### src/rtl/aes_enc_pkg.sv
package aes_enc_pkg;

  localparam int BLK_W     = 128;
  localparam int BLK_BYTES = BLK_W / 8;
  localparam int ROWS      = 4;
  localparam int COLS      = BLK_BYTES / ROWS;

  // Multiply by {02} in GF(2^8) with the AES reduction polynomial.
  function automatic logic [7:0] xtime(input logic [7:0] a);
    return {a[6:0], 1'b0} ^ (a[7] ? 8'h1b : 8'h00);
  endfunction

  function automatic logic [7:0] gf_mul(input logic [7:0] a, input logic [7:0] b);
    logic [7:0] acc;
    logic [7:0] sh;
    acc = 8'h00;
    sh  = a;
    for (int i = 0; i < 8; i++) begin
      if (b[i]) acc = acc ^ sh;
      sh = xtime(sh);
    end
    return acc;
  endfunction

  // Field inverse as a^254, built from successive squarings.
  function automatic logic [7:0] gf_inv(input logic [7:0] a);
    logic [7:0] pw;
    logic [7:0] res;
    pw  = a;
    res = 8'h01;
    for (int k = 1; k < 8; k++) begin
      pw  = gf_mul(pw, pw);
      res = gf_mul(res, pw);
    end
    return res;
  endfunction

  function automatic logic [7:0] rotl8(input logic [7:0] v, input int n);
    return (v << n) | (v >> (8 - n));
  endfunction

  // Builds the substitution table at elaboration time: entry x at bits [8x +: 8].
  function automatic logic [2047:0] sbox_table();
    logic [2047:0] tbl;
    logic [7:0]    inv;
    tbl = '0;
    for (int x = 0; x < 256; x++) begin
      inv = gf_inv(8'(x));
      tbl[8*x +: 8] = inv ^ rotl8(inv, 1) ^ rotl8(inv, 2) ^ rotl8(inv, 3)
                      ^ rotl8(inv, 4) ^ 8'h63;
    end
    return tbl;
  endfunction

  localparam logic [2047:0] SBOX_TABLE = sbox_table();

endpackage

### src/rtl/aes_enc_sbox.sv
module aes_enc_sbox
  import aes_enc_pkg::*;
(
  input  logic [7:0] in_b,
  output logic [7:0] out_b
);

  // High nibble picks the row and low nibble the column of the 16x16 table.
  logic [3:0] row_sel;
  logic [3:0] col_sel;

  assign row_sel = in_b[7:4];
  assign col_sel = in_b[3:0];
  assign out_b   = SBOX_TABLE[8*{row_sel, col_sel} +: 8];

endmodule

### src/rtl/aes_enc_mixcol.sv
module aes_enc_mixcol
  import aes_enc_pkg::*;
(
  input  logic [31:0] col_i,
  output logic [31:0] col_o
);

  logic [7:0] a0, a1, a2, a3;
  logic [7:0] d0, d1, d2, d3;

  assign {a0, a1, a2, a3} = col_i;

  // Doubled copies; tripling is double XOR original.
  assign d0 = xtime(a0);
  assign d1 = xtime(a1);
  assign d2 = xtime(a2);
  assign d3 = xtime(a3);

  assign col_o[31:24] = d0 ^ (d1 ^ a1) ^ a2 ^ a3;
  assign col_o[23:16] = a0 ^ d1 ^ (d2 ^ a2) ^ a3;
  assign col_o[15:8]  = a0 ^ a1 ^ d2 ^ (d3 ^ a3);
  assign col_o[7:0]   = (d0 ^ a0) ^ a1 ^ a2 ^ d3;

endmodule

### src/rtl/aes_enc_round.sv
module aes_enc_round
  import aes_enc_pkg::*;
(
  input  logic [BLK_W-1:0] st_i,
  input  logic [BLK_W-1:0] rk_i,
  input  logic             last_i,
  output logic [BLK_W-1:0] st_o
);

  logic [7:0]  sub_b [BLK_BYTES];
  logic [7:0]  shf_b [BLK_BYTES];
  logic [7:0]  mix_b [BLK_BYTES];

  // Byte substitution, one table per state byte.
  for (genvar k = 0; k < BLK_BYTES; k++) begin : g_sub
    aes_enc_sbox sbox_i (
      .in_b  (st_i[BLK_W-1-8*k -: 8]),
      .out_b (sub_b[k])
    );
  end

  // Row r rotates left by r columns; byte index is row + 4*column.
  for (genvar r = 0; r < ROWS; r++) begin : g_row
    for (genvar c = 0; c < COLS; c++) begin : g_col
      assign shf_b[r + ROWS*c] = sub_b[r + ROWS*((c + r) % COLS)];
    end
  end

  for (genvar c = 0; c < COLS; c++) begin : g_mix
    logic [31:0] col_out;
    aes_enc_mixcol mixcol_i (
      .col_i ({shf_b[ROWS*c], shf_b[ROWS*c+1], shf_b[ROWS*c+2], shf_b[ROWS*c+3]}),
      .col_o (col_out)
    );
    assign mix_b[ROWS*c]   = col_out[31:24];
    assign mix_b[ROWS*c+1] = col_out[23:16];
    assign mix_b[ROWS*c+2] = col_out[15:8];
    assign mix_b[ROWS*c+3] = col_out[7:0];
  end

  // Final round bypasses mixing; every round ends with the key XOR.
  for (genvar k = 0; k < BLK_BYTES; k++) begin : g_ark
    assign st_o[BLK_W-1-8*k -: 8] = (last_i ? shf_b[k] : mix_b[k])
                                    ^ rk_i[BLK_W-1-8*k -: 8];
  end

endmodule

### src/rtl/aes_enc_ctrl.sv
module aes_enc_ctrl #(
  parameter int NR = 10,
  localparam int CW = $clog2(NR + 1)
) (
  input  logic          clk,
  input  logic          rst_n,
  input  logic          start_i,
  output logic          accept_o,
  output logic          busy_o,
  output logic          last_o,
  output logic [CW-1:0] rnd_o,
  output logic          done_o
);

  typedef enum logic {ST_IDLE, ST_RUN} ctrl_state_t;

  ctrl_state_t st_q, st_d;
  logic [CW-1:0] cnt_q, cnt_d;
  logic          done_q, done_d;
  logic          cnt_en;

  assign accept_o = (st_q == ST_IDLE) && start_i;
  assign busy_o   = (st_q == ST_RUN);
  assign last_o   = busy_o && (cnt_q == CW'(NR));
  assign rnd_o    = cnt_q;
  assign done_o   = done_q;

  always_comb begin
    st_d   = st_q;
    cnt_d  = cnt_q;
    cnt_en = 1'b0;
    done_d = 1'b0;
    unique case (st_q)
      ST_IDLE: begin
        if (start_i) begin
          st_d   = ST_RUN;
          cnt_d  = CW'(1);
          cnt_en = 1'b1;
        end
      end
      ST_RUN: begin
        if (cnt_q == CW'(NR)) begin
          st_d   = ST_IDLE;
          done_d = 1'b1;
        end else begin
          cnt_d  = cnt_q + CW'(1);
          cnt_en = 1'b1;
        end
      end
      default: st_d = ST_IDLE;
    endcase
  end

  always_ff @(posedge clk or negedge rst_n) begin
    if (!rst_n) begin
      st_q   <= ST_IDLE;
      done_q <= 1'b0;
    end else begin
      st_q   <= st_d;
      done_q <= done_d;
    end
  end

  always_ff @(posedge clk or negedge rst_n) begin
    if (!rst_n) begin
      cnt_q <= '0;
    end else if (cnt_en) begin
      cnt_q <= cnt_d;
    end
  end

endmodule

### src/rtl/aes_enc_rst_sync.sv
module aes_enc_rst_sync #(
  parameter int STAGES = 2
) (
  input  logic clk,
  input  logic rst_n,
  output logic rst_sync_n
);

  logic [STAGES-1:0] sync_q;

  always_ff @(posedge clk or negedge rst_n) begin
    if (!rst_n) begin
      sync_q <= '0;
    end else begin
      sync_q <= {sync_q[STAGES-2:0], 1'b1};
    end
  end

  assign rst_sync_n = sync_q[STAGES-1];

endmodule

### src/rtl/aes_enc_core.sv
module aes_enc_core
  import aes_enc_pkg::*;
#(
  parameter int NR = 10,
  localparam int KEYS_W = (NR + 1) * BLK_W,
  localparam int CW     = $clog2(NR + 1)
) (
  input  logic              clk,
  input  logic              rst_n,
  input  logic              start_i,
  input  logic [BLK_W-1:0]  plain_i,
  input  logic [KEYS_W-1:0] rkeys_i,
  output logic [BLK_W-1:0]  cipher_o,
  output logic              done_o
);

  logic             rst_q;
  logic             accept;
  logic             busy;
  logic             last;
  logic [CW-1:0]    rnd;
  logic [BLK_W-1:0] rk_arr [NR+1];
  logic [BLK_W-1:0] round_key;
  logic [BLK_W-1:0] round_out;
  logic [BLK_W-1:0] state_q, state_d;
  logic             state_en;

  aes_enc_rst_sync #(.STAGES(2)) rst_sync_i (
    .clk        (clk),
    .rst_n      (rst_n),
    .rst_sync_n (rst_q)
  );

  aes_enc_ctrl #(.NR(NR)) ctrl_i (
    .clk      (clk),
    .rst_n    (rst_q),
    .start_i  (start_i),
    .accept_o (accept),
    .busy_o   (busy),
    .last_o   (last),
    .rnd_o    (rnd),
    .done_o   (done_o)
  );

  for (genvar r = 0; r <= NR; r++) begin : g_keys
    assign rk_arr[r] = rkeys_i[BLK_W*r +: BLK_W];
  end

  assign round_key = rk_arr[rnd];

  aes_enc_round round_i (
    .st_i   (state_q),
    .rk_i   (round_key),
    .last_i (last),
    .st_o   (round_out)
  );

  always_comb begin
    state_en = 1'b0;
    state_d  = state_q;
    if (accept) begin
      state_en = 1'b1;
      state_d  = plain_i ^ rk_arr[0];
    end else if (busy) begin
      state_en = 1'b1;
      state_d  = round_out;
    end
  end

  always_ff @(posedge clk or negedge rst_q) begin
    if (!rst_q) begin
      state_q <= '0;
    end else if (state_en) begin
      state_q <= state_d;
    end
  end

  assign cipher_o = state_q;

endmodule

### config.mk
export PLATFORM = sky130hd
export DESIGN_NAME = aes_enc_core
export DESIGN_NICKNAME = d
export VERILOG_FILES = /design/src/rtl/aes_enc_pkg.sv /design/src/rtl/aes_enc_sbox.sv /design/src/rtl/aes_enc_mixcol.sv /design/src/rtl/aes_enc_round.sv /design/src/rtl/aes_enc_ctrl.sv /design/src/rtl/aes_enc_rst_sync.sv /design/src/rtl/aes_enc_core.sv
export SDC_FILE = /design/constraint.sdc
export NUM_CORES = 2
export LEC_CHECK = 0
export BUFFER_PORTS_ARGS = -buffer_cell sky130_fd_sc_hd__buf_2
export CAP_MARGIN = 10
export CORE_AREA = 5 5 641 643
export CTS_BUF_LIST = sky130_fd_sc_hd__clkbuf_4
export DETAILED_ROUTE_END_ITERATION = 6
export DIE_AREA = 0 0 646 648
export GPL_ROUTABILITY_DRIVEN = 0
export PLACE_DENSITY = 0.38
export SLEW_MARGIN = 20
export SYNTH_ARGS = -nofsm -noshare
export SYNTH_HDL_FRONTEND = slang
export SYNTH_SLANG_ARGS = --single-unit
### constraint.sdc
create_clock -name clk -period 4.95 [get_ports clk]
set_input_delay 0.99 -clock clk [delete_from_list [all_inputs] [get_ports clk]]
set_output_delay 0.99 -clock clk [all_outputs]
set_load 0.03 [all_outputs]
== Yosys cells after proc, flatten, opt, wreduce, memory -nomap -nowiden ==
Cells that the tools add are included.
Cells by class
  multipliers: 0
  magnitude comparators: 1
  bitwise operators: 99
  shift operators: 16
  add/subtract/negate cells: 1
  equal/unequal tests: 3
  div/mod/pow operators: 0
  mux-type cells: 47
  reductions and logical operators: 5
Operator list (count)
  2048-bit by 12-bit indexed part select with 8-bit output, first input constant: 16
  8-bit bitwise XOR: 84
  128-bit binary-select mux with 4-bit select: 1
  128-bit two-way mux: 4
  8-bit two-way mux: 16
  128-bit bitwise XOR: 1
  8-bit by 5-bit bitwise XOR with 8-bit output: 12
  5-bit two-way mux: 16
  4-bit two-way mux: 2
  4-bit one-hot mux with 2 select lines: 1
  1-bit two-way mux: 6
  5-bit >= comparator, second input constant: 1
  4-bit NOT with 5-bit output: 1
  4-bit by 1-bit adder with 4-bit output, second input constant: 1
  4-bit equality test, second input constant: 1
  2-bit != test, second input constant: 2
  3-bit AND reduction: 1
  1-bit logical AND: 2
  1-bit one-hot mux with 2 select lines: 1
  2-bit AND reduction: 1
  2-bit nonzero test: 1
  1-bit NOT: 1
Word-level totals
  memory bits (writable): 0
  flip-flop bits (word level): 136
  memory bits (read-only): 0
  logic and storage cells: 177
  memories: 0
  latch bits: 0

== Logic depth before layout (Yosys ltp) ==
  depth after elaboration: 11
  mapped depth: 18
  gate-level depth less buffers: 13

== Modules after synthesis ==
From an unflattened synthesis, not the netlist that was laid out.
Second synthesis, totals
  cells, all modules: 11171
  area total of the unflattened synthesis: 80900.1 µm²
Modules (own cells, without submodules)
  aes_enc_sbox: instances 16, area each 3390.8 µm², cells an instance 542
  aes_enc_core: instances 1, area each 18375.1 µm², cells an instance 1880
  aes_enc_mixcol: instances 4, area each 1307.5 µm², cells an instance 79
  aes_enc_round: instances 1, area each 2673.8 µm², cells an instance 270
  aes_enc_ctrl: instances 1, area each 315.3 µm², cells an instance 30
  aes_enc_rst_sync: instances 1, area each 53.8 µm², cells an instance 3

== Least setup slack after synthesis ==
Ideal clock, no wire load.
  path kind: reg2reg
  start: reg state_q[9] (netlist: cipher_o[9])
  end: reg state_q[84] (netlist: cipher_o[84])
  slack: 0.301 ns
  stages on the path, launching flop included: 17
  data arrival time: 4.512 ns
  path buffers: 4
  period minus slack after synthesis: 4.649 ns
  cell sequence: dfrtp_1 -> clkbuf_1 -> clkbuf_1 -> inv_1 -> ha_1 -> clkbuf_1 -> mux4_2 -> a211oi_1 -> nor3b_1 -> or4b_1 -> clkbuf_1 -> xor2_1 -> xnor2_1 -> xnor3_1 -> mux2i_1 -> xor2_1 -> a21oi_1
On the way
  word-level cells in the longest chain between the ends: 10
Ends and longest elaborated chain
  start, declared: line aes_enc_core.sv:25  | logic [BLK_W-1:0] state_q, state_d;
  start signal, assigned: line aes_enc_core.sv:74  | state_q <= state_d;
  2048-bit by 12-bit indexed part select with 8-bit output (*): line aes_enc_sbox.sv:14  | assign out_b = SBOX_TABLE[8*{row_sel, col_sel} +: 8];
  5-bit two-way mux: line aes_enc_pkg.sv:10  | return {a[6:0], 1'b0} ^ (a[7] ? 8'h1b : 8'h00);
  8-bit by 5-bit bitwise XOR with 8-bit output: line aes_enc_pkg.sv:10
  8-bit bitwise XOR (*) (3 in series): line aes_enc_mixcol.sv:20  | assign col_o[23:16] = a0 ^ d1 ^ (d2 ^ a2) ^ a3;
  8-bit two-way mux (*): line aes_enc_round.sv:43  | assign st_o[BLK_W-1-8*k -: 8] = (last_i ? shf_b[k] : mix_b[k])
  8-bit bitwise XOR (*): line aes_enc_round.sv:44  | ^ rk_i[BLK_W-1-8*k -: 8];
  128-bit two-way mux (*): line aes_enc_core.sv:64  | end else if (busy) begin
  128-bit two-way mux (*): line aes_enc_core.sv:61  | if (accept) begin
Mark *: on every way between the ends. The rest lies on a longest branch, timed or not. The select of a mux whose other input is x is not followed.
A chain may end at the register's enable or synchronous reset.

== Worst setup path after layout ==
  start: reg state_q[120] (netlist: cipher_o[120])
  end: reg state_q[106] (netlist: cipher_o[106])
On the way
  word-level cells in the longest chain between the ends: 8
Ends and longest elaborated chain
  2048-bit by 12-bit indexed part select with 8-bit output: line aes_enc_sbox.sv:14
  8-bit bitwise XOR (3 in series): line aes_enc_mixcol.sv:21  | assign col_o[15:8] = a0 ^ a1 ^ d2 ^ (d3 ^ a3);
  8-bit two-way mux: line aes_enc_round.sv:43
  8-bit bitwise XOR: line aes_enc_round.sv:44
  128-bit two-way mux: line aes_enc_core.sv:64
  128-bit two-way mux: line aes_enc_core.sv:61
Every way passes these cells. The select of a mux whose other input is x is not followed.

==> results.cfg <==
[synthesis]
synth-seq-area-share = 0.04298
synthesis_stage_register_bit_count = 136
yosysTopAreaCell = sky130_fd_sc_hd__mux4_2
synth-warning-count = 0
edff_count_synth = 0
asyncSetResetFlopFracSynth = 1.000
synthDominantCellAreaShare = 0.1280
cells_after_synth = 11053
syn_area_um2 = 79170
mappedNetlistNets = 12819
ys_top_cells_by_area = sky130_fd_sc_hd__mux4_2, sky130_fd_sc_hd__a21oi_1, sky130_fd_sc_hd__xnor2_1, sky130_fd_sc_hd__o21ai_0, sky130_fd_sc_hd__mux2i_1
synthDistinctLibCells = 124
yosys_most_used_dff = sky130_fd_sc_hd__dfrtp_1
mapped_avg_cell_area_um2 = 7.163

[clock_network]
tritoncts = yes
cts_made_buffers = 17
root_buffer = sky130_fd_sc_hd__clkbuf_4
clock_path_buffers = 2
clk-insertion-delay-late_ns = 1.04
cts.repair_timing.setup_buffer_count = 0
cts_max_level = 4
clkTransAtPathRegs_ns = 0.26
cts_sinks = 136

[final_layout]
filler_cell_count = 45846
number_of_nets_in_the_layout = 14138
areaGrowthSynthToFinish_pct = 23.23
postLayoutCoreUtil = 0.2411
multi_input_area_um2 = 69290
layout.area.seq_um2 = 3557
post_route_cells_drive_above_1_share = 0.2791

[global_route]
largest_net_degree_at_the_start_of_global_routing = 130
first_global_vias = 99448
globalRouteOverflowTotal = 0
grt_antenna_before_repair = 270
grt_util_all_layers = 0.3244
wire_length_of_the_first_global_routing_pass_um = 940500

[run_status]
failed_checks = DRC, setup timing
status = finished with violations

[detailed_routing]
drtPass1Iterations = 7
wire_length_reported_by_the_detailed_router_um = 721000
drcViolationCount = 5
avgViaCountPerCell = 5.988
antenna_left = 0
detail_route.iter0.violations = 19204
wl_per_cell_um = 39.98
dr_total_vias = 108001

[floorplan]
core_area_um2 = 404600
core.rowCount = 234
die_width_um = 646
initial_core_utilization = 0.1957
die_area_um2 = 418600
floorplan.io_pins = 1668
die_h_um = 648

[sta]
fin_ws_ns = -0.01970
setup_total_negative_slack_ns = -0.01970
slew_of_the_pin_with_the_lowest_slew_margin_ns = 1.332
worst_slew_margin_rel = 0.1065
rsz0062_at_grt = false
final.setup_skew_ns = 0.08945
max_slew_violation_total_from_the_final_report = 0
fmaxAchievable_mhz = 201.2
timing.final.crit_share = 1.004
timing.final.hold_violations = 0
finalCriticalPeriod_ns = 4.970
final-setup-viol-count = 1

[placed_design]
count_of_input_and_output_buffers = 1667
detailedPlacementHpwl_um = 594000

[setup_path]
crit_path_end_kind = flop
r2r_cells = 15
worst-endpoint-arrival_ns = 5.83
path_class = reg2reg
kind_of_start_point_of_the_critical_path = flop
worstPathMaxFanout = 14
cp_data_required_time_ns = 5.81

[flow_run]
cap_viol_max_count = 0

[hold_path]
holdCritPathClass = in2async
==> final cells by class <==
class	instances	area share
Sequential cell	136	0.03646
Clock inverter	13	0.001103
Antenna cell	222	0.005694
Tap cell	5428	0.06961
Timing Repair Buffer	2631	0.1687
Inverter	173	0.006758
Multi-Input combinational cell	9413	0.7102
Clock buffer	19	0.001462
==> per-layer routing <==
layer,share of wire,track usage,vias up
met5,0.0012,0,-
met4,0.087,0.2286,132
met3,0.12,0.1080,1724
met2,0.41,0.4699,8561
met1,0.38,0.4021,52536
li1,-,-,45048
==> cells in the mapped netlist, types with 272 or more instances <==
cell                       number
sky130_fd_sc_hd__a21oi_1      958
sky130_fd_sc_hd__nor2_1       864
sky130_fd_sc_hd__o21ai_0      777
sky130_fd_sc_hd__nand2_1      744
sky130_fd_sc_hd__clkbuf_1     660
sky130_fd_sc_hd__xnor2_1      546
sky130_fd_sc_hd__mux4_2       450
sky130_fd_sc_hd__buf_2        419
sky130_fd_sc_hd__mux2i_1      383
sky130_fd_sc_hd__nand2b_1     342
sky130_fd_sc_hd__nand3_1      338
sky130_fd_sc_hd__nor3_1       325
sky130_fd_sc_hd__nor2b_1      308
sky130_fd_sc_hd__a211oi_1     272
==> worst max-delay path, cell delays in order, from the launching register on <==
cell and delay, ns:
sky130_fd_sc_hd__dfrtp_1 0.42, sky130_fd_sc_hd__inv_2 0.21, sky130_fd_sc_hd__ha_1 0.51, sky130_fd_sc_hd__buf_4 0.29
sky130_fd_sc_hd__or2_2 0.29, sky130_fd_sc_hd__a22o_1 0.18, sky130_fd_sc_hd__a221oi_1 0.60, sky130_fd_sc_hd__a2111oi_0 0.21
sky130_fd_sc_hd__a311oi_2 0.35, sky130_fd_sc_hd__buf_4 0.26, sky130_fd_sc_hd__xnor2_1 0.20, sky130_fd_sc_hd__xor3_1 0.47
sky130_fd_sc_hd__mux2i_1 0.28, sky130_fd_sc_hd__buf_4 0.25, sky130_fd_sc_hd__xnor2_1 0.20, sky130_fd_sc_hd__o21ai_1 0.10
==> logic make-up after synthesis <==
| group | after synthesis | synth area share |
|---|---|---|
| AO/OA/AOI/OAI | 4072 | 0.3472 |
| XOR/XNOR | 760 | 0.09175 |
| flip-flops | 136 | 0.04298 |
| other | 1 | 0.00004736 |
| multiplexers | 857 | 0.1802 |
| adder cells (fa/ha/maj) | 228 | 0.03600 |
| AND/OR/NAND/NOR | 3495 | 0.2183 |
| buffers and inverters | 1504 | 0.08363 |
==> per-stage QoR <==
stage	cells	cell area, um^2	hold WS, ns	setup slack [ns]
finish	18035	97560	0.2378	-0.01970
floorplan	11053	79170	0.3312	0.3014
global placement	17778	96670	0.3322	-0.2175
global route	17926	97290	0.2120	0.004915
CTS	17812	96960	0.1851	0.01682
detailed placement	17779	96690	0.3363	-0.1174
==> layout by cell type, fill, tap and decap left out, drive strengths merged, types with 62 or more instances in the layout <==
master / synthesis / routed
nor3b: 65 / 65
xor2: 171 / 171
or2: 104 / 104
a221oi: 76 / 76
ha: 227 / 227
o311ai: 179 / 179
nor2b: 308 / 308
nand2b: 342 / 342
a21o: 74 / 74
o22ai: 211 / 211
diode: 0 / 222
a211o: 65 / 65
or3: 62 / 62
inv: 153 / 153
dfrtp: 136 / 136
nor3: 327 / 327
o31ai: 101 / 101
mux4: 450 / 450
and2: 107 / 107
o21ai: 826 / 826
buf: 670 / 2630
a31oi: 216 / 216
mux2i: 386 / 386
xnor2: 552 / 552
o211ai: 225 / 225
and3: 66 / 66
nor2: 872 / 872
nand2: 744 / 744
nand3: 338 / 338
a211oi: 279 / 279
o221ai: 83 / 83
a21oi: 964 / 964
a311oi: 165 / 165
==> worst paths after layout <==
| kind | start | endpoint | slack, ns |
|---|---|---|---|
| hold / removal | rst_n | rst_sync_i.sync_q[1] | 0.24 |
| max in group asynchronous | rst_sync_i.sync_q[1] | cipher_o[74] | 3.67 |
| setup / recovery | cipher_o[120] | cipher_o[106] | -0.02 |
| hold reg to reg | rst_sync_i.sync_q[0] | rst_sync_i.sync_q[1] | 0.39 |
| setup reg to reg | cipher_o[120] | cipher_o[106] | -0.02 |
| min in group clk | rst_sync_i.sync_q[0] | rst_sync_i.sync_q[1] | 0.39 |
==> flip-flops by register name, indices dropped and copies added, names as in the netlist <==
name / cells
cipher_o: 128
ctrl_i.rnd_o: 4
rst_sync_i.sync_q: 2
ctrl_i.busy_o: 1
ctrl_i.done_o: 1
==> timing repair <==
action	CTS	global route
cloned	0	0
hold buffers	1	0
resized for setup	3	7
setup endpoints to repair	3	10
hold endpoints to repair	2	0
Power is not shown: default switching activity piles up to over one toggle a cycle in this logic, so the estimate is an artifact.
